==> src/rtl/priv_pkg.sv <==
package priv_pkg;

  localparam logic [31:0] WORD_TRAP_RET = 32'h0000_007F;
  localparam logic [31:0] WORD_HOST_TX  = 32'h0200_007D;
  localparam logic [31:0] WORD_HOST_RX  = 32'h0400_007D;
  localparam logic [31:0] WORD_CALL_TX  = 32'h0060_0073;
  localparam logic [31:0] WORD_CALL_RX  = 32'h0070_0073;
  localparam logic [6:0]  OPC_REG_JUMP  = 7'b110_1111;
  localparam logic [6:0]  OPC_SPR_MOVE  = 7'b010_1111;
  localparam logic [6:0]  F7_SPR_TO_GPR = 7'd0;
  localparam logic [6:0]  F7_GPR_TO_SPR = 7'd1;

  localparam logic [1:0]  CAUSE_SYSCALL = 2'd1;
  localparam logic [1:0]  CAUSE_PRIV    = 2'd2;

  typedef enum logic [2:0] {
    OP_NONE,
    OP_TRAP_RET,
    OP_JUMP,
    OP_SPR_RD,
    OP_SPR_WR,
    OP_SYSCALL,
    OP_HOST_TX,
    OP_HOST_RX
  } op_e;

  typedef struct packed {
    op_e        op;
    logic       needs_priv;
    logic [4:0] gpr_src;
    logic [4:0] rd;
    logic [1:0] spr_src;
  } dec_t;

endpackage

==> src/rtl/priv_decode.sv <==
module priv_decode
  import priv_pkg::*;
(
  input  logic [31:0] instr,
  output dec_t        dec
);

  logic [6:0] opc;
  logic [6:0] f7;

  assign opc = instr[6:0];
  assign f7  = instr[31:25];

  always_comb begin
    dec            = '0;
    dec.op         = OP_NONE;
    dec.rd         = instr[11:7];
    dec.spr_src    = instr[21:20];
    dec.gpr_src    = instr[19:15];
    if (instr == WORD_TRAP_RET) begin
      dec.op         = OP_TRAP_RET;
      dec.needs_priv = 1'b1;
    end else if (instr == WORD_HOST_TX) begin
      dec.op         = OP_HOST_TX;
      dec.needs_priv = 1'b1;
    end else if (instr == WORD_HOST_RX) begin
      dec.op         = OP_HOST_RX;
      dec.needs_priv = 1'b1;
    end else if (instr == WORD_CALL_TX || instr == WORD_CALL_RX) begin
      dec.op         = OP_SYSCALL;
    end else if (opc == OPC_REG_JUMP) begin
      dec.op         = OP_JUMP;
    end else if (opc == OPC_SPR_MOVE && f7 == F7_SPR_TO_GPR) begin
      dec.op         = OP_SPR_RD;
    end else if (opc == OPC_SPR_MOVE && f7 == F7_GPR_TO_SPR) begin
      dec.op         = OP_SPR_WR;
      dec.gpr_src    = {3'b000, instr[21:20]};
    end
  end

endmodule

==> src/rtl/priv_spr_file.sv <==
module priv_spr_file #(
  parameter int XLEN      = 32,
  parameter int DEPTH     = 8,
  parameter int RET_IDX   = 0,
  parameter int CAUSE_IDX = 1,
  parameter int IO_IDX    = 4,
  localparam int IDX_W    = $clog2(DEPTH)
) (
  input  logic             clk,
  input  logic             rst,
  input  logic             trap_we,
  input  logic [XLEN-1:0]  trap_pc,
  input  logic [1:0]       trap_cause,
  input  logic             mts_we,
  input  logic [IDX_W-1:0] mts_idx,
  input  logic [XLEN-1:0]  mts_data,
  input  logic             host_we,
  input  logic [XLEN-1:0]  host_data,
  input  logic [IDX_W-1:0] rd_idx,
  output logic [XLEN-1:0]  rd_data,
  output logic [XLEN-1:0]  ret_pc,
  output logic [XLEN-1:0]  io_data
);

  logic [XLEN-1:0] regs [DEPTH];

  always_ff @(posedge clk) begin
    if (rst) begin
      for (int i = 0; i < DEPTH; i++) regs[i] <= '0;
    end else begin
      for (int i = 0; i < DEPTH; i++) begin
        if (mts_we && mts_idx == IDX_W'(i))
          regs[i] <= mts_data;
        else if (trap_we && i == RET_IDX)
          regs[i] <= trap_pc;
        else if (trap_we && i == CAUSE_IDX)
          regs[i] <= XLEN'(trap_cause);
        else if (host_we && i == IO_IDX)
          regs[i] <= host_data;
      end
    end
  end

  assign rd_data = regs[rd_idx];
  assign ret_pc  = regs[RET_IDX];
  assign io_data = regs[IO_IDX];

endmodule

==> src/rtl/priv_ctrl.sv <==
module priv_ctrl
  import priv_pkg::*;
#(
  parameter int XLEN = 32
) (
  input  logic            clk,
  input  logic            rst,
  input  logic            issue_valid,
  input  op_e             op,
  input  logic            needs_priv,
  input  logic [4:0]      rd,
  input  logic [XLEN-1:0] pc,
  input  logic [XLEN-1:0] trap_vec,
  input  logic [XLEN-1:0] gpr_rdata,
  input  logic [XLEN-1:0] ret_pc,
  input  logic [XLEN-1:0] io_data,
  input  logic [XLEN-1:0] spr_rd_data,
  output logic            trap_we,
  output logic [1:0]      trap_cause,
  output logic            mts_we,
  output logic            priv_mode,
  output logic            redirect_valid,
  output logic [XLEN-1:0] redirect_pc,
  output logic            fault_valid,
  output logic            gpr_we,
  output logic [4:0]      gpr_waddr,
  output logic [XLEN-1:0] gpr_wdata,
  output logic            host_tx_req,
  output logic [XLEN-1:0] host_tx_data,
  output logic            host_rx_req
);

  logic viol, syscall, do_ret, do_jump, do_tx, do_rx;

  always_comb begin
    viol    = issue_valid && needs_priv && !priv_mode;
    syscall = issue_valid && op == OP_SYSCALL;
    do_ret  = issue_valid && op == OP_TRAP_RET && priv_mode;
    do_jump = issue_valid && op == OP_JUMP;
    do_tx   = issue_valid && op == OP_HOST_TX && priv_mode;
    do_rx   = issue_valid && op == OP_HOST_RX && priv_mode;
  end

  assign trap_we    = viol || syscall;
  assign trap_cause = viol ? CAUSE_PRIV : CAUSE_SYSCALL;
  assign mts_we     = issue_valid && op == OP_SPR_WR;

  always_ff @(posedge clk) begin
    if (rst) begin
      priv_mode      <= 1'b1;
      redirect_valid <= 1'b0;
      redirect_pc    <= '0;
      fault_valid    <= 1'b0;
      gpr_we         <= 1'b0;
      gpr_waddr      <= '0;
      gpr_wdata      <= '0;
      host_tx_req    <= 1'b0;
      host_tx_data   <= '0;
      host_rx_req    <= 1'b0;
    end else begin
      redirect_valid <= trap_we || do_ret || do_jump;
      if (trap_we)
        redirect_pc <= trap_vec;
      else if (do_ret)
        redirect_pc <= ret_pc;
      else if (do_jump)
        redirect_pc <= gpr_rdata;
      if (trap_we)
        priv_mode <= 1'b1;
      else if (do_ret)
        priv_mode <= 1'b0;
      fault_valid <= viol;
      gpr_we      <= issue_valid && op == OP_SPR_RD;
      if (issue_valid && op == OP_SPR_RD) begin
        gpr_waddr <= rd;
        gpr_wdata <= spr_rd_data;
      end
      host_tx_req <= do_tx;
      if (do_tx) host_tx_data <= io_data;
      host_rx_req <= do_rx;
    end
  end

endmodule

==> src/rtl/priv_ctl_unit.sv <==
module priv_ctl_unit
  import priv_pkg::*;
#(
  parameter int XLEN      = 32,
  parameter int SPR_DEPTH = 8,
  parameter int IO_IDX    = 4,
  localparam int IDX_W    = $clog2(SPR_DEPTH)
) (
  input  logic            clk,
  input  logic            rst,
  input  logic            issue_valid,
  input  logic [31:0]     instr,
  input  logic [XLEN-1:0] pc,
  input  logic [XLEN-1:0] trap_vec,
  output logic [4:0]      gpr_raddr,
  input  logic [XLEN-1:0] gpr_rdata,
  input  logic            host_rx_valid,
  input  logic [XLEN-1:0] host_rx_data,
  output logic            priv_mode,
  output logic            redirect_valid,
  output logic [XLEN-1:0] redirect_pc,
  output logic            fault_valid,
  output logic            gpr_we,
  output logic [4:0]      gpr_waddr,
  output logic [XLEN-1:0] gpr_wdata,
  output logic            host_tx_req,
  output logic [XLEN-1:0] host_tx_data,
  output logic            host_rx_req
);

  dec_t            dec;
  logic            trap_we, mts_we;
  logic [1:0]      trap_cause;
  logic [XLEN-1:0] spr_rd_data, ret_pc, io_data;

  priv_decode u_dec (
    .instr (instr),
    .dec   (dec)
  );

  assign gpr_raddr = dec.gpr_src;

  priv_spr_file #(
    .XLEN      (XLEN),
    .DEPTH     (SPR_DEPTH),
    .RET_IDX   (0),
    .CAUSE_IDX (1),
    .IO_IDX    (IO_IDX)
  ) u_spr (
    .clk        (clk),
    .rst        (rst),
    .trap_we    (trap_we),
    .trap_pc    (pc),
    .trap_cause (trap_cause),
    .mts_we     (mts_we),
    .mts_idx    (dec.rd[IDX_W-1:0]),
    .mts_data   (gpr_rdata),
    .host_we    (host_rx_valid),
    .host_data  (host_rx_data),
    .rd_idx     (IDX_W'(dec.spr_src)),
    .rd_data    (spr_rd_data),
    .ret_pc     (ret_pc),
    .io_data    (io_data)
  );

  priv_ctrl #(.XLEN(XLEN)) u_ctrl (
    .clk            (clk),
    .rst            (rst),
    .issue_valid    (issue_valid),
    .op             (dec.op),
    .needs_priv     (dec.needs_priv),
    .rd             (dec.rd),
    .pc             (pc),
    .trap_vec       (trap_vec),
    .gpr_rdata      (gpr_rdata),
    .ret_pc         (ret_pc),
    .io_data        (io_data),
    .spr_rd_data    (spr_rd_data),
    .trap_we        (trap_we),
    .trap_cause     (trap_cause),
    .mts_we         (mts_we),
    .priv_mode      (priv_mode),
    .redirect_valid (redirect_valid),
    .redirect_pc    (redirect_pc),
    .fault_valid    (fault_valid),
    .gpr_we         (gpr_we),
    .gpr_waddr      (gpr_waddr),
    .gpr_wdata      (gpr_wdata),
    .host_tx_req    (host_tx_req),
    .host_tx_data   (host_tx_data),
    .host_rx_req    (host_rx_req)
  );

endmodule

==> config.mk <==
export PLATFORM = sky130hd
export DESIGN_NAME = priv_ctl_unit
export DESIGN_NICKNAME = d
export VERILOG_FILES = /design/src/rtl/priv_pkg.sv /design/src/rtl/priv_decode.sv /design/src/rtl/priv_spr_file.sv /design/src/rtl/priv_ctrl.sv /design/src/rtl/priv_ctl_unit.sv
export SDC_FILE = /design/constraint.sdc
export NUM_CORES = 1
export LEC_CHECK = 0
export BUFFER_PORTS_ARGS = -buffer_cell sky130_fd_sc_hd__buf_4
export CAP_MARGIN = 15
export CORE_MARGIN = 4
export CORE_UTILIZATION = 25
export CTS_BUF_LIST = sky130_fd_sc_hd__clkbuf_4 sky130_fd_sc_hd__clkbuf_8 sky130_fd_sc_hd__clkbuf_16
export CTS_CLUSTER_DIAMETER = 150
export DETAILED_ROUTE_END_ITERATION = 16
export MAX_ROUTING_LAYER = met4
export PLACE_DENSITY = 0.49
export RECOVER_POWER = 50
export REMOVE_ABC_BUFFERS = 1
export SLEW_MARGIN = 0
export SYNTH_ARGS = -nofsm -noshare
export SYNTH_HDL_FRONTEND = slang
export SYNTH_HIERARCHICAL = 1
export SYNTH_SLANG_ARGS = --single-unit
==> constraint.sdc <==
create_clock -name clk -period 5.5 [get_ports clk]
set_input_delay 1.1 -clock clk [delete_from_list [all_inputs] [get_ports clk]]
set_output_delay 1.1 -clock clk [all_outputs]
set_load 0.1 [all_outputs]
==> results_dict.tcl, run 1 <==
set metrics [dict create \
    synth_edf_count 256 \
    hold_violations 0 \
    wl_met2_um 25500 \
    pre_cts_ws_ns 0.635 \
    wl_met1_um 27400 \
    globalRouteOverflowTotal 0 \
    slowest_stage "a21oi_4" \
    path_clk_slew_ns 0.06 \
    drive_gt1_frac 0.275 \
    ant_nets 0 \
    yosysTopAreaCell "edfxtp_1" \
    violations "max-capacitance violations, max-slew violations" \
    hpwl_um 37300 \
    peakVddDrop_uv 217 \
    cts.path.max_buffers 3 \
    finalSetupViolCount 0 \
    start_util 0.252 \
    first_iter_violations 905 \
    finalInstanceArea_mm2 0.0207 \
    dr.pass1.iters 5 \
    synth-seq-cells 363 \
    worst_slack_ns 0.725 \
    cap_violations 2 \
    cp-end-kind "register" \
    globalRouteTotalUtil 0.165 \
    drc 0 \
    routedWlPerCell_um 23.0 \
    ff2ff_setup_slack_ns 2.99 \
    finalCriticalPeriod_ns 4.78 \
    die_area_mm2 0.0704 \
    synth_area_mm2 0.0166 \
    wl_um 57800 \
    finalMaxSlewViolations 87 \
    synth_cell_types 57 \
    max-slew-margin-rel -1.05 \
    io_buffer_count 275 \
    worstHoldPathType "reg -> reg" \
    yosys.area.top_type_share 0.464 \
    power.leakage_nw 7.35 \
    yosysMostFrequentCell "edfxtp_1" \
    clk_latency_ns 0.57 \
    yosysSeqAreaShare 0.594 \
    synth-main-ff-cell "edfxtp_1" \
    path_class "in -> reg" \
    vias_per_cell 4.72 \
    start_kind "input port" \
    cts-buffers-inserted 45 \
    fp.dieH_um 265 \
    fin_skew_ns 0.0108 \
    worstPathCellList "clkbuf_4 > or4_1 > nor4_1 > nand3_1 > o21ai_0 > nor2b_1 > o21ai_1 > a21oi_4 > buf_4 > a2111oi_0" \
    postSynth.asyncResetShare 0 \
    clock_sinks 363 \
    first_global_vias 12467 \
    htree_levels 2 \
    cts_setup_buffers 0 \
    critical_path.max_stage_delay_ns 0.70 \
    cts-resized-gates 0 \
    ios 276 \
    outcome "finished with violations" \
    fin_nets 1771 \
    avgSynthCellArea_um2 12.2 \
    postSynthCellCount 1357 \
    synthTopCellsByCount "edfxtp_1 (256), nor2_1 (197), nand2_1 (184)" \
    tritoncts "done" \
    antenna_found_initial 3 \
    rsz0062_at_grt "no" \
    die_w_um 265 \
    grt_pass1_wl_um 83500 \
    grt_max_degree 65 \
    route.top_layer_used "met4" \
    hold_buffers 0 \
    num_vias 11845 \
    yosysWarnings 6 \
    crit_required_ns 5.77 \
    p_per_area_mw_per_mm2 317 \
    root_buffer "clkbuf_16" \
    worstMarginPinSlew_ns 3.08 \
    rows 94 \
    gp_congestion 0.830 \
    fmax_ghz 0.209 \
    worstPathArrival_ns 5.04 \
    wl_met3_um 3410 \
    min_period_over_period 0.868 \
    core-area_mm2 0.0657 \
    synth_area_leaders "edfxtp_1 (46%), dfxtp_1 (13%), mux4_2 (6.7%)" \
    worstPathMaxFanout 20 \
    area_growth_pct 24.8 \
    dpl_cell_area_mm2 0.0196 \
]
## sequential cells by signal, indices dropped and copies added, names as in the netlist
name and flops:
u_ctrl/fault_valid 1, u_ctrl/gpr_waddr 5, u_ctrl/gpr_wdata 32, u_ctrl/gpr_we 1, u_ctrl/host_rx_req 1, u_ctrl/host_tx_data 32, u_ctrl/host_tx_req 1, u_ctrl/priv_mode 1
u_ctrl/redirect_pc 32, u_ctrl/redirect_valid 1, u_spr/regs 256
## placed cells by master (no fill, tap or decap), types with 10 or more instances in the layout
master     instances
clkbuf_4          13
mux2i_1           32
a21oi_1          105
edfxtp_1         256
nand2_1          182
a2111oi_2         27
inv_1             34
mux2_2            34
o21ai_1           10
nand2b_1          34
clkbuf_1         111
mux4_1            15
nor2_1           196
nand3_1           67
mux4_2            49
buf_4            189
clkbuf_16         47
o21ai_2           23
dfxtp_1          107
## layout make-up
class / instances / area, µm²
tap: 864 / 1080
inverter: 35 / 131
clock buffer: 68 / 1390
fill: 6702 / 45100
timing repair buffer: 315 / 2050
sequential: 363 / 9830
antenna: 1 / 2.50
clock inverter: 16 / 120
multi-input combinational: 847 / 6070
## metrics by stage
stage | power (mW) | util | hold slack [ns] | TNS (ns) | cells
after global routing | 6.82 | 0.314 | 0.472 | 0 | 2509
final | 6.56 | 0.314 | 0.454 | 0 | 2509
after global placement | 3.63 | 0.298 | 0.447 | 0 | 2424
after CTS | 6.66 | 0.321 | 0.457 | 0 | 2508
after floorplan | 3.36 | - | 0.488 | -60.82 | 1245
after detailed placement | 3.64 | 0.298 | 0.449 | 0 | 2424
## layer usage
layer	up-vias	global-route usage
li1	5420	-
met1	5951	0.226
met2	400	0.248
met3	74	0.0325
met4	0	0.0475
met5	-	-
## logic make-up (layout without fill, tap and decap cells)
| group | Yosys count | in the layout | share of synthesized area |
|---|---|---|---|
| XOR/XNOR | 1 | 1 | 0.000529 |
| buffers and inverters | 147 | 434 | 0.0451 |
| other | 1 | 2 | 0.000226 |
| AND/OR/NAND/NOR | 534 | 534 | 0.145 |
| flip-flops | 363 | 363 | 0.594 |
| multiplexers | 130 | 130 | 0.133 |
| AO/OA/AOI/OAI | 181 | 181 | 0.0822 |
## power breakdown
group / switching [mW] / internal [mW] / leakage, nW / total [mW]
clock: 1.18 / 1.80 / 0.753 / 2.98
combinational: 0.267 / 0.227 / 3.25 / 0.494
sequential: 0.0416 / 3.05 / 3.34 / 3.09
## path summary, 6_finish.rpt
| path | cells past startpoint | end | startpoint |
|---|---|---|---|
| setup / recovery | 10 | u_ctrl/redirect_pc[2]$_SDFFE_PP0P_ | instr[29] |
| hold / removal | 2 | u_ctrl/gpr_wdata[5]$_SDFFE_PP0P_ | u_ctrl/gpr_wdata[5]$_SDFFE_PP0P_ |
| setup reg to reg | 4 | u_ctrl/redirect_pc[2]$_SDFFE_PP0P_ | u_ctrl/priv_mode$_SDFFE_PP1P_ |
| hold reg to reg | 2 | u_ctrl/gpr_wdata[5]$_SDFFE_PP0P_ | u_ctrl/gpr_wdata[5]$_SDFFE_PP0P_ |
## critical path, delay by kind of cell
kind            cells  cell delay [ns]
simple gates        4             1.61
buf+inv             2             0.73
compound gates      4             1.55
No activity file was read; power rests on OpenSTA's default activity.
==> run 2: changes to the inputs <==
==> constraint.sdc (replaced) <==
create_clock -name clk -period 4.6 [get_ports clk]
set_input_delay 0.92 -clock clk [delete_from_list [all_inputs] [get_ports clk]]
set_output_delay 0.92 -clock clk [all_outputs]
set_load 0.1 [all_outputs]
==> results_dict.tcl, run 2 (synthesized netlist as in run 1, its figures left out) <==
set metrics [dict create \
    outcome "finished with violations" \
    violations "max-capacitance violations, max-slew violations" \
    start_kind "input port" \
    combPwrFrac 0.076 \
    cts.path.max_buffers 3 \
    p_int_mw 6.06 \
    seq_power_share 0.471 \
    root_buffer "clkbuf_16" \
    rsz0062_at_grt "no" \
    finalInstanceArea_mm2 0.0207 \
    cap_violations 2 \
    p_sw_frac 0.226 \
    tritoncts "done" \
    largest_reg_flops 256 \
    dpl.cell_count 2427 \
    num_vias 11828 \
    fmax_ghz 0.249 \
    cts-buffers-inserted 43 \
    start_util 0.252 \
    first_global_vias 12230 \
    ant_nets 0 \
    path_class "in -> reg" \
    clk_latency_ns 0.56 \
    first_iter_violations 953 \
    finalNonFillerCells 2508 \
    hpwl_um 37300 \
    min_period_over_period 0.875 \
    final_common_cell "edfxtp_1" \
    vias_per_cell 4.72 \
    clock_power_share 0.453 \
    globalRouteTotalUtil 0.165 \
    fin_nets 1772 \
    finalMaxSlewViolations 68 \
    clock_sinks 363 \
    path_clk_slew_ns 0.05 \
    ios 276 \
    io_buffer_count 275 \
    hold_buffers 0 \
    area_growth_pct 25.0 \
    pre_cts_ws_ns 0.228 \
    cts_setup_buffers 0 \
    rows 94 \
    peakVddDrop_uv 258 \
    max-slew-margin-rel -0.246 \
    die_area_mm2 0.0704 \
    power.leakage_nw 7.35 \
    die_w_um 265 \
    finalSetupViolCount 0 \
    fp.dieH_um 265 \
    antenna_found_initial 2 \
    globalRouteOverflowTotal 0 \
    layout_common_cells "edfxtp_1 (256), nor2_1 (196), buf_4 (182), nand2_1 (182), clkbuf_1 (115)" \
    cp-end-kind "register" \
    worstPathArrival_ns 4.20 \
    core-area_mm2 0.0657 \
    switching_power_mw 1.77 \
    drc 0 \
    worst_slack_ns 0.576 \
    wl_um 58500 \
    finalCriticalPeriod_ns 4.02 \
    dpl_cell_area_mm2 0.0197 \
    worstPathMaxFanout 13 \
    grt_max_degree 67 \
    worstHoldPathType "reg -> reg" \
    routedWlPerCell_um 23.3 \
    worstMarginPinSlew_ns 1.87 \
    drive_gt1_frac 0.273 \
    grt_pass1_wl_um 83400 \
    crit_required_ns 4.78 \
    p_per_area_mw_per_mm2 379 \
    dr.pass1.iters 5 \
    htree_levels 2 \
    hold_violations 0 \
    fin_skew_ns 0.0202 \
    cts-resized-gates 0 \
    regMostFlops "u_spr/regs" \
    gp_congestion 0.825 \
]
## run 2: cell types whose count changed in the layout (fill, tap and decap cells not counted), moves of 3 or more
cell        delta
bufinv_16      +3
buf_12         +6
clkbuf_16      -4
clkbuf_8       -4
clkinv_2       -3
buf_4          -7
clkbuf_4       +5
clkinvlp_4     -3
clkbuf_1       +4
## run 2: path summary, 6_finish.rpt
path | from | endpoint | slack [ns] | cells after the start
hold / removal | u_ctrl/host_tx_data[0]$_SDFFE_PP0P_ | u_ctrl/host_tx_data[0]$_SDFFE_PP0P_ | 0.45 | 2
setup reg to reg | u_ctrl/priv_mode$_SDFFE_PP1P_ | u_spr/regs[0][12]$_SDFFCE_PN0P_ | 2.22 | 8
hold reg to reg | u_ctrl/host_tx_data[0]$_SDFFE_PP0P_ | u_ctrl/host_tx_data[0]$_SDFFE_PP0P_ | 0.45 | 2
setup / recovery | instr[29] | u_spr/regs[5][9]$_SDFFCE_PN0P_ | 0.58 | 11
## run 2: power by group through the flow
stage	Combinational [mW]	Clock, mW	Sequential [mW]
after floorplan	0.274	0	3.74
after CTS	0.603	3.65	3.69
after detailed placement	0.600	0	3.76
after global routing	0.635	3.79	3.70
final	0.594	3.55	3.69
after global placement	0.595	0	3.75
## run 2: critical path: stages
cell and delay, ns:
clkbuf_4 0.12, or4_4 0.57, nor4_1 0.42, a32oi_1 0.17, o21ai_0 0.27, nand2_1 0.09, nor3_1 0.32, buf_12 0.18
nand4b_1 0.17, nand2b_2 0.12, clkbuf_1 0.83
## run 2: stage by stage
step                      utilization  power, mW  hold WS (ns)  setup TNS, ns
after floorplan                     -       4.02         0.488        -225.61
after detailed placement        0.300       4.36         0.449              0
final                           0.315       7.84         0.454              0
after global placement          0.300       4.35         0.442              0
after CTS                       0.322       7.95         0.457              0
after global routing            0.315       8.13         0.474              0
## run 2: layer usage
| layer | track usage | vias up | routed length, µm |
|---|---|---|---|
| li1 | - | 5425 | - |
| met1 | 0.224 | 5939 | 26900 |
| met2 | 0.259 | 398 | 26900 |
| met3 | 0.0373 | 66 | 3850 |
| met4 | 0.0291 | 0 | 841 |
| met5 | - | - | 0 |
## run 2: cell type report
type | count | area [µm²]
fill | 6745 | 45000
sequential | 363 | 9830
multi-input combinational | 847 | 6050
timing repair buffer | 318 | 2130
clock buffer | 65 | 1270
tap | 864 | 1080
clock inverter | 14 | 198
inverter | 35 | 131
antenna | 2 | 5.00
